<file path="config.mk">
export PLATFORM = sky130hd
export DESIGN_NAME = udma_burst_ctrl
export DESIGN_NICKNAME = d
export VERILOG_FILES = /design/src/rtl/udma_pkg.sv /design/src/rtl/udma_mode_reg.sv /design/src/rtl/udma_strobe_timer.sv /design/src/rtl/udma_crc16.sv /design/src/rtl/udma_burst_ctrl.sv
export SDC_FILE = /design/constraint.sdc
export NUM_CORES = 1
export LEC_CHECK = 0
export BUFFER_PORTS_ARGS = -buffer_cell sky130_fd_sc_hd__buf_4
export CAP_MARGIN = 30
export CORE_MARGIN = 5
export CORE_UTILIZATION = 62
export CTS_BUF_LIST = sky130_fd_sc_hd__clkbuf_4
export DETAILED_ROUTE_END_ITERATION = 7
export PLACE_DENSITY = 0.9
export SETUP_SLACK_MARGIN = 0.02
export SYNTH_ARGS = -nofsm -noshare
export SYNTH_HDL_FRONTEND = slang
export SYNTH_SLANG_ARGS = --single-unit
</file>
<file path="constraint.sdc">
create_clock -name clk -period 26.7 [get_ports clk]
set_clock_uncertainty 0.2 [all_clocks]
set_input_delay 5.34 -clock clk [delete_from_list [all_inputs] [get_ports clk]]
set_output_delay 5.34 -clock clk [all_outputs]
set_load 0.02 [all_outputs]
</file>
<file path="src/rtl/udma_pkg.sv">
// Shared types and helpers for the Ultra DMA burst controller.
// Assumes the mode number is 0..5; any larger value is treated as mode 5.
package udma_pkg;

    localparam int          WORD_W   = 16;
    localparam logic [2:0]  MODE_MAX = 3'd5;
    localparam logic [15:0] CRC_SEED = 16'h4ABA;

    typedef enum logic [2:0] {
        ST_IDLE,
        ST_REQ,
        ST_XFER,
        ST_DTERM,
        ST_FIN,
        ST_HOLD
    } burst_st_e;

    // Minimum two-edge strobe time in ns for a mode.
    function automatic int unsigned t2cyc_ns(input logic [2:0] m);
        case (m)
            3'd0:    return 230;
            3'd1:    return 153;
            3'd2:    return 115;
            3'd3:    return 86;
            3'd4:    return 57;
            default: return 38;
        endcase
    endfunction

    // Core clocks needed between two strobe edges (half the two-edge time, rounded up).
    function automatic int unsigned edge_clks(input logic [2:0] m, input int unsigned clk_ps);
        return (t2cyc_ns(m) * 1000 + 2 * clk_ps - 1) / (2 * clk_ps);
    endfunction

    // One 16-bit word into the CRC, MSB first, polynomial 1021h.
    function automatic logic [15:0] crc16_step(input logic [15:0] crc, input logic [15:0] d);
        logic [15:0] c;
        c = crc;
        for (int i = 15; i >= 0; i--) begin
            if (c[15] ^ d[i]) c = {c[14:0], 1'b0} ^ 16'h1021;
            else              c = {c[14:0], 1'b0};
        end
        return c;
    endfunction

endpackage

</file>
<file path="src/rtl/udma_mode_reg.sv">
// Holds the selected Ultra DMA mode and whether any mode is selected.
// Assumes mode writes arrive as single-cycle pulses; values above MODE_MAX are dropped.
module udma_mode_reg
    import udma_pkg::*;
(
    input  logic       clk,
    input  logic       rst_n,
    input  logic       mode_wr,
    input  logic [2:0] mode_val,
    output logic [2:0] mode_q,
    output logic       udma_on
);

    // Capture a legal mode; reset returns to no Ultra DMA mode selected.
    always_ff @(posedge clk) begin
        if (!rst_n) begin
            mode_q  <= 3'd0;
            udma_on <= 1'b0;
        end else if (mode_wr && (mode_val <= MODE_MAX)) begin
            mode_q  <= mode_val;
            udma_on <= 1'b1;
        end
    end

endmodule

</file>
<file path="src/rtl/udma_strobe_timer.sv">
// Counts core clocks since the last device strobe edge and reports when the next may fire.
// Assumes arm is pulsed on entry to transfer and restart on every strobe edge.
module udma_strobe_timer
    import udma_pkg::*;
#(
    parameter int unsigned CLK_PS = 4000,
    parameter int          CW     = 6
) (
    input  logic       clk,
    input  logic       rst_n,
    input  logic [2:0] mode,
    input  logic       arm,
    input  logic       restart,
    output logic       ok
);

    logic [CW-1:0] lim;
    logic [CW-1:0] cnt;

    // Edge spacing limit for the active mode.
    always_comb lim = CW'(edge_clks(mode, CLK_PS));

    // Saturating spacing counter.
    always_ff @(posedge clk) begin
        if (!rst_n)              cnt <= '0;
        else if (restart)        cnt <= CW'(1);
        else if (arm)            cnt <= lim;
        else if (cnt < lim)      cnt <= cnt + CW'(1);
    end

    assign ok = (cnt >= lim);

endmodule

</file>
<file path="src/rtl/udma_crc16.sv">
// Burst CRC accumulator: seeded at burst start, advanced once per moved word.
// Assumes seed and update are never requested in the same cycle.
module udma_crc16
    import udma_pkg::*;
(
    input  logic              clk,
    input  logic              rst_n,
    input  logic              seed,
    input  logic              upd,
    input  logic [WORD_W-1:0] din,
    output logic [15:0]       crc
);

    // Seed or advance the CRC register.
    always_ff @(posedge clk) begin
        if (!rst_n)    crc <= CRC_SEED;
        else if (seed) crc <= CRC_SEED;
        else if (upd)  crc <= crc16_step(crc, din);
    end

endmodule

</file>
<file path="src/rtl/udma_burst_ctrl.sv">
// Device-side Ultra DMA burst controller: request/acknowledge, double-edge word
// transfer in both directions, pauses, termination from either side, CRC presentation.
// Assumes host-side inputs are already synchronous to clk.
module udma_burst_ctrl
    import udma_pkg::*;
#(
    parameter int unsigned CLK_PS   = 4000,
    parameter int unsigned HOLD_CYC = 4
) (
    input  logic              clk,
    input  logic              rst_n,
    input  logic              dev_sel,
    input  logic              mode_wr,
    input  logic [2:0]        mode_val,
    input  logic              burst_go,
    input  logic              burst_rd,
    input  logic              dev_end,
    output logic              dmarq,
    output logic              dmarq_oe,
    input  logic              dmack_n,
    input  logic              stop,
    input  logic              hrdy_n,
    input  logic              hstrobe,
    output logic              drdy_n,
    output logic              dstrobe,
    output logic [WORD_W-1:0] dd_out,
    output logic              dd_oe,
    input  logic [WORD_W-1:0] dd_in,
    input  logic [WORD_W-1:0] src_data,
    input  logic              src_empty,
    output logic              src_pop,
    output logic [WORD_W-1:0] snk_data,
    input  logic              snk_full,
    output logic              snk_push,
    output logic [15:0]       crc_word,
    output logic              crc_valid
);

    localparam int unsigned EDGE_MAX = edge_clks(3'd0, CLK_PS);
    localparam int          CW       = $clog2(EDGE_MAX + 1) + 1;
    localparam int          HW       = $clog2(HOLD_CYC + 1) + 1;

    burst_st_e         st, st_nx;
    logic              rd_q;
    logic              have_word;
    logic [WORD_W-1:0] data_q;
    logic [HW-1:0]     hold_cnt;
    logic              hstrobe_q;
    logic              dstrobe_q;
    logic [2:0]        mode_q;
    logic              udma_on;
    logic              tmr_ok;
    logic              start, load, fire, cap, wr_ready, arm;

    udma_mode_reg u_mode (
        .clk     (clk),
        .rst_n   (rst_n),
        .mode_wr (mode_wr),
        .mode_val(mode_val),
        .mode_q  (mode_q),
        .udma_on (udma_on)
    );

    udma_strobe_timer #(.CLK_PS(CLK_PS), .CW(CW)) u_tmr (
        .clk    (clk),
        .rst_n  (rst_n),
        .mode   (mode_q),
        .arm    (arm),
        .restart(fire),
        .ok     (tmr_ok)
    );

    udma_crc16 u_crc (
        .clk  (clk),
        .rst_n(rst_n),
        .seed (start),
        .upd  (fire | cap),
        .din  (fire ? data_q : dd_in),
        .crc  (crc_word)
    );

    // Datapath enables for both burst directions.
    always_comb begin
        start    = (st == ST_IDLE) && burst_go && dev_sel && udma_on;
        load     = (st == ST_XFER) && rd_q && !have_word && !src_empty && !stop && !dev_end;
        fire     = (st == ST_XFER) && rd_q && have_word && !hrdy_n && !stop && tmr_ok;
        wr_ready = (st == ST_XFER) && !rd_q && !snk_full && !stop;
        cap      = wr_ready && (hstrobe != hstrobe_q);
        arm      = (st == ST_REQ) && (st_nx == ST_XFER);
    end

    // Burst sequencing from request through CRC hold.
    always_comb begin
        st_nx = st;
        case (st)
            ST_IDLE:  if (start) st_nx = ST_REQ;
            ST_REQ:   if (!dmack_n && !stop) st_nx = ST_XFER;
            ST_XFER: begin
                if (stop)
                    st_nx = ST_FIN;
                else if (dev_end && !fire && (!rd_q || !have_word))
                    st_nx = ST_DTERM;
            end
            ST_DTERM: if (stop) st_nx = ST_FIN;
            ST_FIN:   if (dmack_n) st_nx = ST_HOLD;
            ST_HOLD:  if (hold_cnt == HW'(HOLD_CYC - 1)) st_nx = ST_IDLE;
            default:  st_nx = ST_IDLE;
        endcase
    end

    // State, direction and hold counter registers.
    always_ff @(posedge clk) begin
        if (!rst_n) begin
            st       <= ST_IDLE;
            rd_q     <= 1'b0;
            hold_cnt <= '0;
        end else begin
            st       <= st_nx;
            if (start) rd_q <= burst_rd;
            hold_cnt <= (st == ST_HOLD) ? hold_cnt + HW'(1) : '0;
        end
    end

    // Read-side word staging and device strobe toggling.
    always_ff @(posedge clk) begin
        if (!rst_n) begin
            have_word <= 1'b0;
            data_q    <= '0;
            dstrobe_q <= 1'b1;
        end else begin
            if (start)     have_word <= 1'b0;
            else if (load) have_word <= 1'b1;
            else if (fire) have_word <= 1'b0;
            if (load) data_q <= src_data;
            if (fire) dstrobe_q <= ~dstrobe_q;
        end
    end

    // Host strobe history for edge detection.
    always_ff @(posedge clk) begin
        if (!rst_n) hstrobe_q <= 1'b0;
        else        hstrobe_q <= hstrobe;
    end

    assign dmarq     = (st == ST_REQ) || (st == ST_XFER);
    assign dmarq_oe  = dev_sel;
    assign dd_oe     = rd_q && (st == ST_XFER);
    assign dd_out    = data_q;
    assign dstrobe   = dstrobe_q;
    assign drdy_n    = !(wr_ready && !dev_end);
    assign src_pop   = load;
    assign snk_push  = cap;
    assign snk_data  = dd_in;
    assign crc_valid = (st == ST_FIN) || (st == ST_HOLD);

endmodule

</file>
==> metrics.md <==
| Metric | Value |
|---|---|
| Status | complete, no violations |
| Drt initial violations | 239 |
| Die Ht | 97.4 microns |
| Setup violators final | 0 |
| Worst path cell trace | buf_4, or3b_1, or3b_1, or4_1, clkinv_1, buf_4 |
| Setup TNS | 0 ns |
| Worst-margin pin slew | 0.817 ns |
| Register area share after synthesis | 22.4% |
| Max-slew headroom | 45.5% |
| Row count | 31 |
| Xor/xnor cell area share of the yosys netlist | 16.1% |
| Initial antenna violation count | 0 |
| Die area | 9480 sq um |
| Clock tree sinks | 53 |
| Final hold vios | 0 |
| Final period util | 49.6% |
| Post-Synthesis Cells | 566 |
| Post-CTS setup buffer count | 0 |
| Final instance area | 5540 sq um |
| FF-to-FF Start | u_mode.mode_q[0]$_SDFFE_PN0P_ |
| CP max-delay cell | or4_1 |
| Detail-routed via count per cell | 5.99 |
| Largest family of logic cells by synthesized area | simple AND/OR/NAND/NOR gates |
| WP data required | 21.16 ns |
| Top-count cell post-synth | nand2_1 |
| Hold path start | hold_cnt[0]$_SDFF_PN0_ |
| Layout cells sized above 1 | 20.4% |
| Synthesis-stage register bit count | 53 |
| Final net count | 746 |
| Peak Freq | 75.5 MHz |
| TritonRoute pass-1 iters | 5 |
| Hold buffers post-CTS | 0 |
| Final WS setup | 13.46 ns |
| Type of origin of the critical path | input pin |
| Simple logic cell fraction of the synthesized area | 19.4% |
| Starting Density | 64.6% |
| Vias in the first global route | 4468 |
| GR Overflow Total | 0 |
| Total wire length | 13000 microns |
| Max-cap violations | 0 |
| Post-synth top area share | 22.4% |
| Max Root-Sink Buffers | 2 |
| Core area | 7330 sq um |
| CTS tree | yes |
| Crit path launch | stop |
| DP Area | 5450 sq um |
| CP Class | input pin to primary output |
| Mux share of post-synthesis cell area | 5.16% |
| Syn nets | 666 |
| Vias | 4467 |
| CP top delay family | simple AND/OR/NAND/NOR gates |
| Post-synthesis compound-gate area fraction | 13.8% |
| Yosys cell types | 66 |
| Ranking of synthesized cells by area | dfxtp_1, ha_1, xnor2_1 |
| GRT Total Usage | 26.8% |
| First-pass GRT wire length | 21300 microns |
| Fillers | 503 |
| H-tree Lvls | 2 |
| CP bufs+invs | 3 |
| Top_reg_cell synth | dfxtp_1 |
| Synth top cells by count | nand2_1, dfxtp_1, nor2_1 |
| Clock transition at path regs | 0.15 ns |
| PwrDens | 68.6 nW/um^2 |
| Critical Path Max Stage Delay | 0.76 ns |
| Worst hold path type | flip-flop to flip-flop |
| CTS Buf Count | 5 |
| Post-Synth Adder-Cell Area | 15.7% |
| Routability Congestion | 0.877 |
| Arr. time, crit path | 7.70 ns |
| Post-CTS Resized | 0 |
| P_leak | 2.59 nW |
| DRC Markers | 0 |
| RSZ-0062 raised after global routing | false |
| Clk Latency, worst-skew pair | 0.38 ns |
| Asr flop ratio synth | 0% |
| Yosys top cell by area | dfxtp_1 |
| Crit-path max FO | 18 |
| Drt wl/cell | 17.4 microns |
| Number of synthesized flops with an enable pin | 0 |
| Minimum clock period | 13.24 ns |
| Post-Syn Area | 4730 sq um |
| Element type at the critical path end | primary output |
| Peak VDD IR | 0.0000456 V |
| Yosys warning count | 0 |
| CTS root buf | clkbuf_4 |
| IO Count | 104 |
| Detailed Place HPWL | 10300 microns |
| Routed Antenna Nets | 0 |
| Die width | 97.4 microns |
| Largest net degree at the start of global routing | 25 |
| Synth-to-layout area growth | 17.0% |
| Avg Inst Size Synth | 8.36 sq um |
| PortBufs | 103 |
| Post-place setup slack | 13.49 ns |
| Max-slew violations | 0 |
| Number of diodes | 0 |
-- sequential cells by signal, summed over array words and instances (netlist names) --
| signal | flops |
|---|---|
| dd_out | 16 |
| dstrobe | 1 |
| have_word | 1 |
| hold_cnt | 4 |
| hstrobe_q | 1 |
| rd_q | 1 |
| st | 3 |
| u_crc.crc | 16 |
| u_mode.mode_q | 3 |
| u_mode.udma_on | 1 |
| u_tmr.cnt | 6 |
-- kinds of logic (layout without fill, tap and decap cells) --
group,Yosys count,count (layout)
AND/OR/NAND/NOR,187,187
multiplexers,23,23
buffers and inverters,73,154
flip-flops,53,53
XOR/XNOR,71,71
AO/OA/AOI/OAI,105,105
other,1,1
adder cells (fa/ha/maj),53,53
-- worst register-to-register path, delay by kind of cell, from the launching register on --
family,cells,cell delay [ns]
compound gates,9,2.88
xor+xnor,5,2.26
fa+ha+maj,5,1.82
buf+inv,3,0.27
flops,1,0.68
mux,2,0.49
simple gates,5,1.13
-- final timing paths --
path                                     to  slack, ns  depth (start not counted)
hold reg to reg      hold_cnt[0]$_SDFF_PN0_       0.27                          1
setup reg to reg  u_crc.crc[7]$_SDFFE_PP1P_      16.89                         29
hold / removal       hold_cnt[0]$_SDFF_PN0_       0.27                          1
setup / recovery                    src_pop      13.46                          6
-- placed cells by master (no fill, tap or decap), drive strengths merged, types with 3 or more instances in the layout --
cell,n
nand2,62
o211ai,10
a21o,4
nand3,12
o22ai,3
o21ai,18
a21oi,39
xor2,26
xnor3,6
buf,107
nor2,49
nand4b,3
nor3,10
a211oi,10
inv,38
xnor2,38
or2,6
clkbuf,5
nand4,4
mux2i,22
and3b,3
o21a,4
nand2b,10
ha,41
dfxtp,53
a31oi,5
fa,11
and2,4
and3,5
-- cell type report --
type                    count  area (sq um)  share of cell area [%]
multi-input cells         440          3320                    60.1
flip-flops and latches     53          1060                    19.2
clock buffers               5          37.5                   0.678
well taps                  99           124                    2.24
clock inverters             3          41.3                   0.746
inverters                  39           146                    2.64
repair buffers            107           801                    14.5
-- routing by layer --
metal	global-route usage [%]	routed length (microns)
met3	7.11	1140
met1	31.0	5080
met2	47.8	6360
met5	0	0
met4	8.95	374
-- through the flow --
| stage | std cells | total power, mW | hold slack (ns) | utilization [%] |
|---|---|---|---|---|
| 3_5_place_dp | 737 | 0.327 | 0.248 | 74.4 |
| 5_1_grt | 746 | 0.409 | 0.299 | 75.5 |
| 2_1_floorplan | 566 | 0.276 | 0.218 | - |
| 6_report | 746 | 0.380 | 0.269 | 75.5 |
| 3_3_place_gp | 737 | 0.313 | 0.235 | 74.4 |
| 4_1_cts | 745 | 0.373 | 0.274 | 75.4 |
-- power by group --
group	internal [mW]	leakage, nW	total (mW)	switching, mW
Sequential	0.0803	0.429	0.0826	0.00223
Combinational	0.111	2.12	0.252	0.141
Clock	0.0194	0.0389	0.0455	0.0261
Total	0.211	2.59	0.380	0.169
Power figures use the tool's default switching activity.
